$ cat config.mk
export PLATFORM = sky130hd
export DESIGN_NAME = apb_access_gate
export DESIGN_NICKNAME = d
export VERILOG_FILES = /design/src/rtl/apb_gate_pkg.sv /design/src/rtl/gate_verdict.sv /design/src/rtl/gate_fsm.sv /design/src/rtl/gate_rsp.sv /design/src/rtl/gate_irq.sv /design/src/rtl/apb_access_gate.sv
export SDC_FILE = /design/constraint.sdc
export NUM_CORES = 1
export LEC_CHECK = 0
export ABC_AREA = 1
export BUFFER_PORTS_ARGS = -buffer_cell sky130_fd_sc_hd__buf_2
export CAP_MARGIN = 20
export CORE_AREA = 3 3 305 307
export DETAILED_ROUTE_END_ITERATION = 6
export DIE_AREA = 0 0 308 310
export GPL_TIMING_DRIVEN = 0
export PLACE_DENSITY = 0.3
export SLEW_MARGIN = 15
export SYNTH_ARGS = -nofsm -noshare
export SYNTH_HDL_FRONTEND = slang
export SYNTH_HIERARCHICAL = 1
export SYNTH_SLANG_ARGS = --single-unit
export TNS_END_PERCENT = 30
$ cat constraint.sdc
create_clock -name clk -period 2.37 [get_ports clk]
set_input_delay 0.474 -clock clk [delete_from_list [all_inputs] [get_ports clk]]
set_output_delay 0.474 -clock clk [all_outputs]
set_load 0.01 [all_outputs]
$ cat src/rtl/apb_gate_pkg.sv
package apb_gate_pkg;
    typedef enum logic [1:0] {
        ST_IDLE  = 2'd0,
        ST_PASS  = 2'd1,
        ST_BLOCK = 2'd2
    } gate_state_e;
endpackage

$ cat src/rtl/gate_verdict.sv
// Per-port permission check, reduced to one verdict for the selected port.
module gate_verdict #(
    parameter int                NPORTS     = 16,
    parameter logic [NPORTS-1:0] SEC_BYPASS = '0
) (
    input  logic [NPORTS-1:0] sel,
    input  logic [2:0]        prot,
    input  logic [NPORTS-1:0] ns_ok,
    input  logic [NPORTS-1:0] user_ok,
    output logic              any_sel,
    output logic              allow
);
    localparam int PROT_NS_BIT   = 1;
    localparam int PROT_PRIV_BIT = 0;

    logic              is_ns;
    logic              is_priv;
    logic [NPORTS-1:0] port_ok;

    assign is_ns   = prot[PROT_NS_BIT];
    assign is_priv = prot[PROT_PRIV_BIT];

    for (genvar g = 0; g < NPORTS; g++) begin : g_port
        if (SEC_BYPASS[g]) begin : g_bypass
            assign port_ok[g] = is_priv || user_ok[g];
        end else begin : g_checked
            assign port_ok[g] = (!is_ns || ns_ok[g]) && (is_priv || user_ok[g]);
        end
    end

    assign any_sel = |sel;
    assign allow   = |(sel & port_ok);
endmodule

$ cat src/rtl/gate_fsm.sv
// Transfer sequencing: one process for the state register, one for outputs.
module gate_fsm
    import apb_gate_pkg::*;
(
    input  logic        clk,
    input  logic        rst_n,
    input  logic        any_sel,
    input  logic        penable,
    input  logic        allow,
    input  logic        port_ready,
    output gate_state_e st,
    output logic        fwd_sel,
    output logic        fwd_en,
    output logic        local_done,
    output logic        reject_done
);
    gate_state_e st_nx;

    always_comb begin
        st_nx = st;
        unique case (st)
            ST_IDLE: begin
                if (any_sel && !penable) st_nx = allow ? ST_PASS : ST_BLOCK;
            end
            ST_PASS: begin
                if (!any_sel)                     st_nx = ST_IDLE;
                else if (penable && port_ready)   st_nx = ST_IDLE;
            end
            ST_BLOCK: begin
                if (!any_sel || penable) st_nx = ST_IDLE;
            end
            default: st_nx = ST_IDLE;
        endcase
    end

    always_ff @(posedge clk or negedge rst_n) begin
        if (!rst_n) st <= ST_IDLE;
        else        st <= st_nx;
    end

    always_comb begin
        fwd_sel     = 1'b0;
        fwd_en      = 1'b0;
        local_done  = 1'b0;
        reject_done = 1'b0;
        unique case (st)
            ST_IDLE: begin
                fwd_sel = any_sel && !penable && allow;
            end
            ST_PASS: begin
                fwd_sel = any_sel;
                fwd_en  = any_sel && penable;
            end
            ST_BLOCK: begin
                local_done  = 1'b1;
                reject_done = any_sel && penable;
            end
            default: ;
        endcase
    end
endmodule

$ cat src/rtl/gate_rsp.sv
// Response path: selected port's response, or a locally built one.
module gate_rsp #(
    parameter int NPORTS = 16,
    parameter int DW     = 32
) (
    input  logic [NPORTS-1:0]    sel,
    input  logic [NPORTS*DW-1:0] port_rdata,
    input  logic [NPORTS-1:0]    port_ready,
    input  logic [NPORTS-1:0]    port_err,
    input  logic                 fwd_en,
    input  logic                 local_done,
    input  logic                 fault_mode,
    output logic                 sel_ready,
    output logic [DW-1:0]        rdata,
    output logic                 ready,
    output logic                 err
);
    logic [DW-1:0] masked [NPORTS];
    logic [DW-1:0] muxed;

    for (genvar g = 0; g < NPORTS; g++) begin : g_mask
        assign masked[g] = sel[g] ? port_rdata[g*DW +: DW] : '0;
    end

    always_comb begin
        muxed = '0;
        for (int i = 0; i < NPORTS; i++) muxed = muxed | masked[i];
    end

    assign sel_ready = |(sel & port_ready);

    always_comb begin
        rdata = '0;
        ready = 1'b0;
        err   = 1'b0;
        if (fwd_en) begin
            rdata = muxed;
            ready = sel_ready;
            err   = |(sel & port_err);
        end else if (local_done) begin
            ready = 1'b1;
            err   = fault_mode;
        end
    end
endmodule

$ cat src/rtl/gate_irq.sv
// Latched rejection flag; clear has priority over set.
module gate_irq (
    input  logic clk,
    input  logic rst_n,
    input  logic set,
    input  logic clr,
    input  logic en,
    output logic irq
);
    logic pend_q;

    always_ff @(posedge clk or negedge rst_n) begin
        if (!rst_n)   pend_q <= 1'b0;
        else if (clr) pend_q <= 1'b0;
        else if (set) pend_q <= 1'b1;
    end

    assign irq = pend_q && en;
endmodule

$ cat src/rtl/apb_access_gate.sv
module apb_access_gate
    import apb_gate_pkg::*;
#(
    parameter int                NPORTS     = 16,
    parameter int                AW         = 32,
    parameter int                DW         = 32,
    parameter logic [NPORTS-1:0] SEC_BYPASS = '0
) (
    input  logic                 clk,
    input  logic                 rst_n,
    input  logic [NPORTS-1:0]    up_psel,
    input  logic                 up_penable,
    input  logic                 up_pwrite,
    input  logic [AW-1:0]        up_paddr,
    input  logic [DW-1:0]        up_pwdata,
    input  logic [DW/8-1:0]      up_pstrb,
    input  logic [2:0]           up_pprot,
    output logic [DW-1:0]        up_prdata,
    output logic                 up_pready,
    output logic                 up_pslverr,
    output logic [NPORTS-1:0]    dn_psel,
    output logic                 dn_penable,
    output logic                 dn_pwrite,
    output logic [AW-1:0]        dn_paddr,
    output logic [DW-1:0]        dn_pwdata,
    output logic [DW/8-1:0]      dn_pstrb,
    output logic [2:0]           dn_pprot,
    input  logic [NPORTS*DW-1:0] dn_prdata,
    input  logic [NPORTS-1:0]    dn_pready,
    input  logic [NPORTS-1:0]    dn_pslverr,
    input  logic [NPORTS-1:0]    cfg_ns_ok,
    input  logic [NPORTS-1:0]    cfg_user_ok,
    input  logic                 cfg_fault_mode,
    input  logic                 irq_en,
    input  logic                 irq_clr,
    output logic                 irq
);
    gate_state_e st;
    logic        any_sel;
    logic        allow;
    logic        sel_ready;
    logic        fwd_sel;
    logic        fwd_en;
    logic        local_done;
    logic        reject_done;

    gate_verdict #(.NPORTS(NPORTS), .SEC_BYPASS(SEC_BYPASS)) verdict_i (
        .sel     (up_psel),
        .prot    (up_pprot),
        .ns_ok   (cfg_ns_ok),
        .user_ok (cfg_user_ok),
        .any_sel (any_sel),
        .allow   (allow)
    );

    gate_fsm fsm_i (
        .clk         (clk),
        .rst_n       (rst_n),
        .any_sel     (any_sel),
        .penable     (up_penable),
        .allow       (allow),
        .port_ready  (sel_ready),
        .st          (st),
        .fwd_sel     (fwd_sel),
        .fwd_en      (fwd_en),
        .local_done  (local_done),
        .reject_done (reject_done)
    );

    gate_rsp #(.NPORTS(NPORTS), .DW(DW)) rsp_i (
        .sel        (up_psel),
        .port_rdata (dn_prdata),
        .port_ready (dn_pready),
        .port_err   (dn_pslverr),
        .fwd_en     (fwd_en),
        .local_done (local_done),
        .fault_mode (cfg_fault_mode),
        .sel_ready  (sel_ready),
        .rdata      (up_prdata),
        .ready      (up_pready),
        .err        (up_pslverr)
    );

    gate_irq irq_i (
        .clk   (clk),
        .rst_n (rst_n),
        .set   (reject_done),
        .clr   (irq_clr),
        .en    (irq_en),
        .irq   (irq)
    );

    assign dn_psel    = fwd_sel ? up_psel : '0;
    assign dn_penable = fwd_en;
    assign dn_pwrite  = up_pwrite;
    assign dn_paddr   = up_paddr;
    assign dn_pwdata  = up_pwdata;
    assign dn_pstrb   = up_pstrb;
    assign dn_pprot   = up_pprot;
endmodule

==> results of run 1 <==
-- sequential cells by signal, indices dropped and copies added (netlist names) --
signal	cells
fsm_i/st	2
irq_i/pend_q	1
-- worst register-to-register path, delay by kind of cell, from the launching register on --
kind,cells,cell delay (ns)
buffers and inverters,10,1.20
DFF,1,0.41
and+or+nand+nor,3,0.31
-- routing by layer --
metal / wire length (um) / global-route usage / up-vias
li1: - / - / 5574
met1: 35800 / 0.208 / 4940
met2: 40100 / 0.289 / 614
met3: 5430 / 0.0272 / 70
met4: 1570 / 0.0245 / 12
met5: 78 / 0 / -
-- layout make-up --
class,instances,area [um2]
fill,11000,77900
multi-input combinational,1189,4850
timing repair buffer,752,4110
clock buffer,4,78.8
antenna,6,15.0
inverter,62,248
buffer,144,1580
tap,1176,1470
sequential,3,75.1
-- through the flow --
stage | util | TNS [ns]
after floorplan | - | 0
after global placement | 0.125 | -35.29
after detailed placement | 0.125 | -34.93
after CTS | 0.134 | -1.93
after global routing | 0.138 | -3.67
final | 0.138 | -1.95
-- cell families (layout without fill, tap and decap cells) --
family,Yosys count,count (layout),synth area share
buffers and inverters,206,962,0.254
flip-flops,3,3,0.0121
AO/OA/AOI/OAI,4,4,0.00362
AND/OR/NAND/NOR,1185,1185,0.730
other,0,6,0
-- what timing repair did --
action | 4_1_cts | 5_1_grt
buffers inserted | 20 | 7
pin swaps | 16 | 9
gates resized for setup | 129 | 76
hold buffers | 0 | 0
endpoints found under the setup margin | 50 | 51
cloned | 1 | 1
-- cells in the final DEF, fill, tap and decap left out, drive strengths merged --
master and n:
o21ai 2, nand3 18, inv 61, a21oi 1
nor3 1, o211ai 1, nor2 208, nor4 4
dfrtp 3, nand2 950, nand4 3, clkbuf 9
buf 891, diode 6, or2 1, clkinv 1
-- power by group through the flow --
stage               clock network (mW)  registers, mW  logic, mW
finish                           0.267         0.0567       2.70
global route                     0.281         0.0573       2.94
CTS                              0.272         0.0567       2.66
detailed placement                   0         0.0572       2.44
global placement                     0         0.0570       2.44
floorplan                            0         0.0568       1.01
-- how the worst min path moves through the flow --
| stage | end | cells after the start | startpoint | slack (ns) |
|---|---|---|---|---|
| global placement | irq_i/pend_q$_DFFE_PN0P_ | 1 | rst_n | 0.28 |
| detailed placement | irq_i/pend_q$_DFFE_PN0P_ | 1 | rst_n | 0.28 |
| global route | irq_i/pend_q$_DFFE_PN0P_ | 1 | rst_n | 0.04 |
| CTS | fsm_i/st[0]$_DFFE_PN0P_ | 1 | rst_n | 0.04 |
| finish | fsm_i/st[0]$_DFFE_PN0P_ | 1 | rst_n | 0.04 |
| floorplan | fsm_i/st[0]$_DFFE_PN0P_ | 0 | rst_n | 0.18 |
==> reports/metrics.yaml, run 1 <==
worst_setup_path:
  reg2reg_slack_ns: 0.40
  r2r-end: "fsm_i/st[0]$_DFFE_PN0P_"
  end_kind: "output pin"
  crit_fanout: 6
  cp_data_required_time_ns: 1.90
  critPathTopFamily: "buffers and inverters"
  slowest_delay_ns: 0.29
  cpMaxStageDelayCell: "nor4_4"
  crit_buf_inv: 7
  startpoint_type: "input port"
  worstReg2RegStart: "fsm_i/st[1]$_DFFE_PN0P_"
  cp.depth: 13
  crit_start: "up_psel[4]"
  cp-endpoint: "dn_psel[5]"
  cp.arrival_ns: 2.03
  cp_cell_sequence: "buf_12 -> nor4_4 -> nand4_1 -> buf_4 -> inv_4 -> nor2_4 -> nand3_2 -> nand2_2 -> buf_8 -> buf_16 -> nand2_4 -> inv_2 -> buf_6"
  path_class: "in2out"
  r2r_cells: 13
grt:
  overflow: 0
  track_usage: 0.162
  grt_pass1_vias: 11200
  grt_max_degree: 11
  grt_pass1_wl_um: 102000
  antenna_found_initial: 26
power:
  p_leak_nw: 7.57
  p_clk_frac: 0.088
  p_sw_frac: 0.524
  vdd_drop_max_mv: 0.237
  p_sw_mw: 1.58
  p_seq_frac: 0.019
  p_total_mw: 3.02
  p_per_area_nw_per_um2: 243
  intPower_mw: 1.44
  comb_power_share: 0.893
run:
  drv_cap: 0
synthesis:
  synthArstFlopShare: 1.00
  yosys.area.top_type: "nand2_1"
  synth_cell_types: 23
  ys_seq_area_frac: 0.0121
  synth_top_area_share: 0.566
  yosysMostFrequentCell: "nand2_1"
  yosysWarnings: 6
  synthTopCellsByCount: "nand2_1 (939), nor2_1 (205), buf_4 (72)"
  synth_nets: 2068
  syn_area_um2: 6230
  ys_top_cells_by_area: "nand2_1 (57%), nor2_1 (12%), buf_6 (12%)"
  synth_edf_count: 0
  syn_inst: 1398
  synth-main-ff-cell: "dfrtp_1"
  ys_ff_latch: 3
  avgSynthCellArea_um2: 4.45
timing:
  finalCritPeriodShare: 1.06
  fin_ws_ns: -0.132
  fmax_ghz: 0.400
  finalSetupViolCount: 26
  fin_hold_ws_ns: 0.0408
  worst-slew-pin-transition_ns: 0.396
  rsz0062_at_grt: "true"
  post-route-min-period_ns: 2.50
  hold_viol_final: 0
  slew_headroom: 0.735
  skew_ns: 0.00208
  maxSlewViolCount: 0
floorplan:
  initial_core_util: 0.0690
  fp.dieW_um: 308
  ios: 794
  coreArea_um2: 90300
  rows: 110
  die_h_um: 310
  die-area_um2: 95500
placement:
  port_buffers: 722
  place_inst: 3297
  dp_hpwl_um: 68400
  pre_cts_ws_ns: -1.20
  place_area_um2: 11300
  gp_congestion: 0.806
route:
  wirelength_um: 83000
  drc: 0
  drtIter0Drc: 659
  viasPerCell: 3.36
  drtAntennaViolNets: 0
  firstDrtPassIters: 4
  vias: 11200
  routedWlPerCell_um: 24.9
final_layout:
  layout-drive-gt1-share: 0.459
  design_area_um2: 12400
  synthToLayoutAreaGrowth_pct: 99.6
  stdcell_count: 3336
  nets: 2825
cts:
  path_clk_slew_ns: 0.03
  cts_inserted_buffers: 3
  clockBufferDepth: 2
  clock_latency_ns: 0.22
  tritoncts: "built"
  root_buffer: "clkbuf_16"
  clock-sinks: 3
  htreeDepth: 1
outcome:
  violations: "negative setup slack"
  outcome: "complete, but fails checks"
worst_hold_path:
  hp-class: "in2async"
Note: power is estimated with default switching activity, not from simulation.
==> run 2: changes to the inputs <==
- CELL_PAD_IN_SITES_DETAIL_PLACEMENT: default -> 1
- CELL_PAD_IN_SITES_GLOBAL_PLACEMENT: default -> 2
- CORE_AREA: 3 3 305 307 -> 3 3 311 313
- DIE_AREA: 0 0 308 310 -> 0 0 314 316
- PLACE_DENSITY: 0.3 -> 0.55
==> reports/metrics.yaml, run 2 (synthesis gave the netlist of run 1 again) <==
outcome:
  outcome: "complete, but fails checks"
  violations: "negative setup slack"
final_layout:
  final_cell_mix: "nand2_1 (901), buf_2 (682), nor2_1 (169)"
  stdcell_count: 3413  # +2.3%
  layout-drive-gt1-share: 0.472  # +0.0131
  reg_top3: "fsm_i/st x2, irq_i/pend_q x1"
  regMostFlops: "fsm_i/st"
  seq_area_um2: 75.1  # unchanged
  multi_input_area_um2: 4980  # +2.6%
  largest_reg_flops: 2  # unchanged
  final_common_cell: "nand2_1"
  synthToLayoutAreaGrowth_pct: 104
  nets: 2814  # -0.39%
  fill_cells: 12000  # +9.8%
worst_setup_path:
  path_class: "in2out"
  startpoint_type: "input port"
  cp.arrival_ns: 2.01  # -0.02 ns
  r2r_cells: 5  # -8
  cp_data_required_time_ns: 1.90  # about the same
  crit_fanout: 5  # -1
  end_kind: "output pin"
timing:
  slew_headroom: 0.674  # -0.0616
  post-route-min-period_ns: 2.48  # -0.0171 ns
  fin_ws_ns: -0.115  # +0.0171 ns
  hold_viol_final: 0  # unchanged
  fin_hold_ws_ns: 0.0418  # +0.000973 ns
  rsz0062_at_grt: "true"
  fmax_ghz: 0.402  # +0.69%
  worst-slew-pin-transition_ns: 0.488  # +0.0921 ns
  finalSetupViolCount: 49  # +88%
  maxSlewViolCount: 0  # unchanged
  skew_ns: 0.00351  # +0.00143 ns
  finalCritPeriodShare: 1.05  # -0.00722
route:
  vias: 11300  # +0.69%
  viasPerCell: 3.31  # -1.6%
  drtAntennaViolNets: 0  # unchanged
  routedWlPerCell_um: 25.5  # +2.6%
  drc: 0  # unchanged
  wirelength_um: 87000  # +4.9%
  firstDrtPassIters: 5  # +1
  drtIter0Drc: 563  # -15%
floorplan:
  die-area_um2: 99200  # +3.9%
  initial_core_util: 0.0658  # -0.00314
  coreArea_um2: 94600  # +4.8%
  rows: 113  # +2.7%
  fp.dieW_um: 314  # +1.9%
  ios: 794  # unchanged
  die_h_um: 316  # +1.9%
power:
  p_total_mw: 3.12  # +3.2%
  p_per_area_nw_per_um2: 245  # +0.94%
  p_leak_nw: 7.59  # +0.30%
  vdd_drop_max_mv: 0.188  # -21%
placement:
  dp_hpwl_um: 71400  # +4.4%
  gp_congestion: 0.803  # -0.45%
  pre_cts_ws_ns: -1.34  # -0.145 ns
  place_inst: 3385  # +2.7%
  port_buffers: 722  # unchanged
run:
  drv_cap: 0  # unchanged
grt:
  track_usage: 0.166  # +0.00403
  grt_pass1_vias: 11700  # +5.2%
  overflow: 0  # unchanged
  grt_max_degree: 11  # unchanged
  antenna_found_initial: 29  # +12%
  grt_pass1_wl_um: 108000  # +5.9%
cts:
  root_buffer: "clkbuf_16"
  clockBufferDepth: 2  # unchanged
  clock-sinks: 3  # unchanged
  postCtsHoldBufs: 0  # unchanged
  path_clk_slew_ns: 0.03  # about the same
  tritoncts: "built"
  cts_inserted_buffers: 3  # unchanged
  htreeDepth: 1  # unchanged
  clock_latency_ns: 0.23  # about the same
worst_hold_path:
  hp-class: "in2async"
-- run 2: cell types whose count changed in the layout (fill, tap and decap cells not counted), moves of 5 or more --
cell / change
buf_4: -19
buf_8: +5
nand2_1: -15
nand2_2: +17
nand3_1: -5
nand3_2: +5
nor2_1: -15
nor2_2: +11
-- run 2: area by class of cell --
class | count | area share
buffer | 144 | 0.126
multi-input combinational | 1189 | 0.392
clock buffer | 4 | 0.00620
tap | 1265 | 0.125
inverter | 62 | 0.0203
sequential | 3 | 0.00591
timing repair buffer | 741 | 0.324
antenna | 5 | 0.000985
-- run 2: through the flow --
step	cell area [um2]	TNS [ns]	utilization
after floorplan	6230	0	-
after global placement	11400	-47.89	0.121
after detailed placement	11400	-43.38	0.121
after CTS	12500	-3.17	0.132
after global routing	12700	-5.34	0.134
final	12700	-2.78	0.134
-- run 2: critical path, cell delays in order --
cell	delay (ns)
buf_12	0.12
nor4_4	0.32
nand4_1	0.26
inv_2	0.15
nor2_4	0.05
nand3_2	0.07
nand2_2	0.06
buf_6	0.14
buf_12	0.15
nand2_2	0.06
inv_2	0.03
buf_6	0.12
-- run 2: per-layer routing --
layer / vias up / GRT usage / share of wire
met5: - / 0 / 0.0016
met4: 22 / 0.0249 / 0.018
met3: 70 / 0.0289 / 0.065
met2: 582 / 0.302 / 0.50
met1: 5065 / 0.207 / 0.42
li1: 5548 / - / -
-- run 2: path summary, 6_finish.rpt --
path / start / endpoint / slack [ns]
worst max-delay path: up_psel[9] / dn_psel[12] / -0.11
worst min-delay path: rst_n / irq_i/pend_q$_DFFE_PN0P_ / 0.04
worst max register to register: fsm_i/st[0]$_DFFE_PN0P_ / irq_i/pend_q$_DFFE_PN0P_ / 1.42
worst min register to register: irq_i/pend_q$_DFFE_PN0P_ / irq_i/pend_q$_DFFE_PN0P_ / 0.50
max in group asynchronous: rst_n / fsm_i/st[1]$_DFFE_PN0P_ / 2.21
min in group clk: irq_clr / irq_i/pend_q$_DFFE_PN0P_ / 0.43
-- run 2: timing repair --
action | 4_1_cts | 5_1_grt
buffers inserted | 10 | 4
pin swaps | 35 | 20
gates resized for setup | 198 | 66
gates cloned | 5 | 0
endpoints found under the setup margin | 50 | 50
-- run 2: where the power goes --
group	total [mW]	leakage (nW)	switching [mW]	internal, mW
logic	2.78	7.51	1.60	1.18
clock network	0.278	0.0382	0.0550	0.223
registers	0.0564	0.0399	0.00192	0.0545
total	3.12	7.59	1.66	1.46
==> run 3: changes to the inputs <==
- CORE_AREA: 3 3 311 313 -> 3 3 307 309
- DIE_AREA: 0 0 314 316 -> 0 0 310 312
- PLACE_DENSITY: 0.55 -> 0.53
- SYNTH_HIERARCHICAL: 1 -> default
==> reports/metrics.yaml, run 3 <==
timing:
  maxSlewViolCount: 0  # unchanged
  fin_hold_ws_ns: 0.0533  # +0.0115 ns
  worst-slew-pin-transition_ns: 0.495  # +0.00751 ns
  fmax_ghz: 0.384  # -4.6%
  hold_viol_final: 0  # unchanged
  post-route-min-period_ns: 2.61  # +0.121 ns
  fin_ws_ns: -0.235  # -0.121 ns
  slew_headroom: 0.669  # -0.00520
  finalSetupViolCount: 46  # -6.1%
  finalCritPeriodShare: 1.10  # +0.0510
  skew_ns: 0.000562  # -0.00295 ns
  rsz0062_at_grt: "true"
worst_setup_path:
  cp_data_required_time_ns: 1.90  # about the same
  cp.arrival_ns: 2.13  # +0.12 ns
  startpoint_type: "input port"
  crit_fanout: 6  # +1
  path_class: "in2out"
  end_kind: "output pin"
final_layout:
  final_cell_mix: "buf_2 (692), nand2_1 (463), buf_4 (119)"
  design_area_um2: 13100  # +3.0%
  seq_area_um2: 75.1  # unchanged
  nets: 2493  # -11%
  regMostFlops: "fsm_i.st"
  synthToLayoutAreaGrowth_pct: 159
  multi_input_area_um2: 4490  # -9.8%
  layout-drive-gt1-share: 0.581  # +0.108
  reg_top3: "fsm_i.st x2, irq_i.pend_q x1"
  stdcell_count: 3023  # -11%
  fill_cells: 11400  # -5.3%
  largest_reg_flops: 2  # unchanged
  final_common_cell: "buf_2"
floorplan:
  die_h_um: 312  # -1.3%
  die-area_um2: 96700  # -2.5%
  coreArea_um2: 91700  # -3.1%
  fp.dieW_um: 310  # -1.3%
  initial_core_util: 0.0552  # -0.0107
  ios: 794  # unchanged
  rows: 111  # -1.8%
route:
  vias: 10700  # -5.4%
  firstDrtPassIters: 4  # -1
  wl_met1_um: 39400  # +8.1%
  routedWlPerCell_um: 31.6  # +24%
  wirelength_um: 95500  # +9.7%
  drc: 0  # unchanged
  dr_wl_met2_um: 47400  # +9.5%
  drtAntennaViolNets: 0  # unchanged
  highest_layer: "met5"
  dr_wl_met3_um: 6600  # +17%
  drtIter0Drc: 445  # -21%
  viasPerCell: 3.53  # +6.8%
synthesis:
  synth_cell_types: 29  # +26%
  synthArstFlopShare: 1.00  # unchanged
  synth-adder-area-share: 0  # unchanged
  yosysMostFrequentCell: "nand2_1"
  syn_inst: 1023  # -27%
  ys_seq_area_frac: 0.0148  # +0.00279
  synthTopCellsByCount: "nand2_1 (495), inv_1 (80), buf_4 (78)"
  synth_nets: 1693  # -18%
  ys_top_cells_by_area: "nand2_1 (37%), buf_4 (12%), a221oi_1 (7.6%)"
  yosys.area.top_type: "nand2_1"
  syn_area_um2: 5060  # -19%
  ys_ff_latch: 3  # unchanged
  avgSynthCellArea_um2: 4.94  # +11%
  synth_compound_area_frac: 0.194  # +0.190
  synth_mux_area_frac: 0  # unchanged
  synthSimpleGateAreaFrac: 0.549  # -0.182
  synthXorXnorAreaFrac: 0  # unchanged
  synth_top_family_by_area: "simple AND/OR/NAND/NOR gates"
  synth-main-ff-cell: "dfrtp_1"
  yosysWarnings: 0  # -6
  synth_top_area_share: 0.367  # -0.199
  synth_edf_count: 0  # unchanged
power:
  p_leak_nw: 6.97  # -8.1%
  p_per_area_nw_per_um2: 251  # +2.3%
  vdd_drop_max_mv: 0.171  # -9.0%
  p_total_mw: 3.29  # +5.4%
cts:
  cts_inserted_buffers: 3  # unchanged
  clock_latency_ns: 0.23  # about the same
  root_buffer: "clkbuf_16"
  htreeDepth: 1  # unchanged
  tritoncts: "built"
  clockBufferDepth: 2  # unchanged
  postCtsHoldBufs: 0  # unchanged
  clock-sinks: 3  # unchanged
  path_clk_slew_ns: 0.03  # about the same
outcome:
  violations: "negative setup slack"
  outcome: "complete, but fails checks"
placement:
  place_area_um2: 10500  # -8.2%
  place_inst: 2932  # -13%
  dp_hpwl_um: 78800  # +10%
  gp_congestion: 0.801  # -0.20%
  port_buffers: 706  # -2.2%
grt:
  grt_max_degree: 11  # unchanged
  track_usage: 0.185  # +0.0189
  grt_pass1_wl_um: 115000  # +6.7%
  grt_pass1_vias: 11300  # -3.5%
  antenna_found_initial: 47  # +62%
  overflow: 0  # unchanged
run:
  drv_cap: 0  # unchanged
worst_hold_path:
  hp-class: "in2async"
-- run 3: cell types whose count changed in the layout (fill, tap and decap cells not counted), moves of 17 or more --
| cell | change |
|---|---|
| inv_1 | +30 |
| nand3_1 | +50 |
| a221oi_2 | +17 |
| a221oi_1 | +20 |
| buf_6 | -44 |
| a21oi_1 | +20 |
| buf_4 | +33 |
| nor2_2 | -19 |
| nand2_2 | -20 |
| a22o_1 | +25 |
| nand2_1 | -438 |
| nand4_1 | +43 |
| nor2_1 | -144 |
-- run 3: cell families (layout without fill, tap and decap cells) --
| family | count (synthesis) | in the layout |
|---|---|---|
| buf+inv | 226 | 1024 |
| flops | 3 | 3 |
| other cells | 0 | 15 |
| simple gates | 666 | 667 |
| compound gates | 128 | 128 |
-- run 3: where the power goes --
part	switching [mW]	internal, mW
Combinational	1.65	1.31
Clock	0.0519	0.223
Sequential	0.00258	0.0546
Total	1.70	1.58
-- run 3: routing by layer --
layer / up-vias / track usage
met5: - / 0
met3: 101 / 0.0391
met1: 4999 / 0.220
li1: 4942 / -
met2: 617 / 0.338
met4: 20 / 0.0374
-- run 3: worst max-delay path, stage by stage --
cell and delay [ns]:
buf_16 0.12, clkbuf_16 0.14, buf_16 0.13, buf_4 0.13
buf_6 0.11, buf_12 0.14, nand2_4 0.07, nand2_4 0.09
a221oi_2 0.17, nand4_1 0.18, nor2_2 0.18, nor2_4 0.05
buf_6 0.11
-- run 3: metrics by stage --
step / util / TNS [ns] / setup WS [ns]
2_1_floorplan: - / 0 / 0.364
3_3_place_gp: 0.110 / -53.21 / -2.01
3_5_place_dp: 0.114 / -32.96 / -1.36
4_1_cts: 0.137 / -2.65 / -0.283
5_1_grt: 0.142 / -8.16 / -0.337
6_report: 0.143 / -4.55 / -0.235
-- run 3: path summary, 6_finish.rpt --
kind,start,to,slack (ns),cells past startpoint
max,up_psel[14],up_prdata[13],-0.24,13
min,rst_n,fsm_i.st[1]$_DFFE_PN0P_,0.05,1
max reg2reg,fsm_i.st[0]$_DFFE_PN0P_,fsm_i.st[1]$_DFFE_PN0P_,1.20,6
min reg2reg,irq_i.pend_q$_DFFE_PN0P_,irq_i.pend_q$_DFFE_PN0P_,0.55,2
max in group asynchronous,rst_n,irq_i.pend_q$_DFFE_PN0P_,2.19,1
min in group clk,irq_clr,irq_i.pend_q$_DFFE_PN0P_,0.41,2
-- run 3: repair_timing --
| item | in CTS | in global routing |
|---|---|---|
| buffers inserted | 44 | 23 |
| pin swaps | 43 | 36 |
| endpoints found under the setup margin | 51 | 46 |
| resized for setup | 322 | 54 |
| cloned | 3 | 6 |
-- run 3: area by class of cell --
type,count,area share
plain buffers,144,0.137
flip-flops and latches,3,0.00573
clock buffers,4,0.00602
well taps,1186,0.113
diodes,15,0.00287
repair buffers,794,0.367
multi-input cells,795,0.343
inverters,82,0.0253
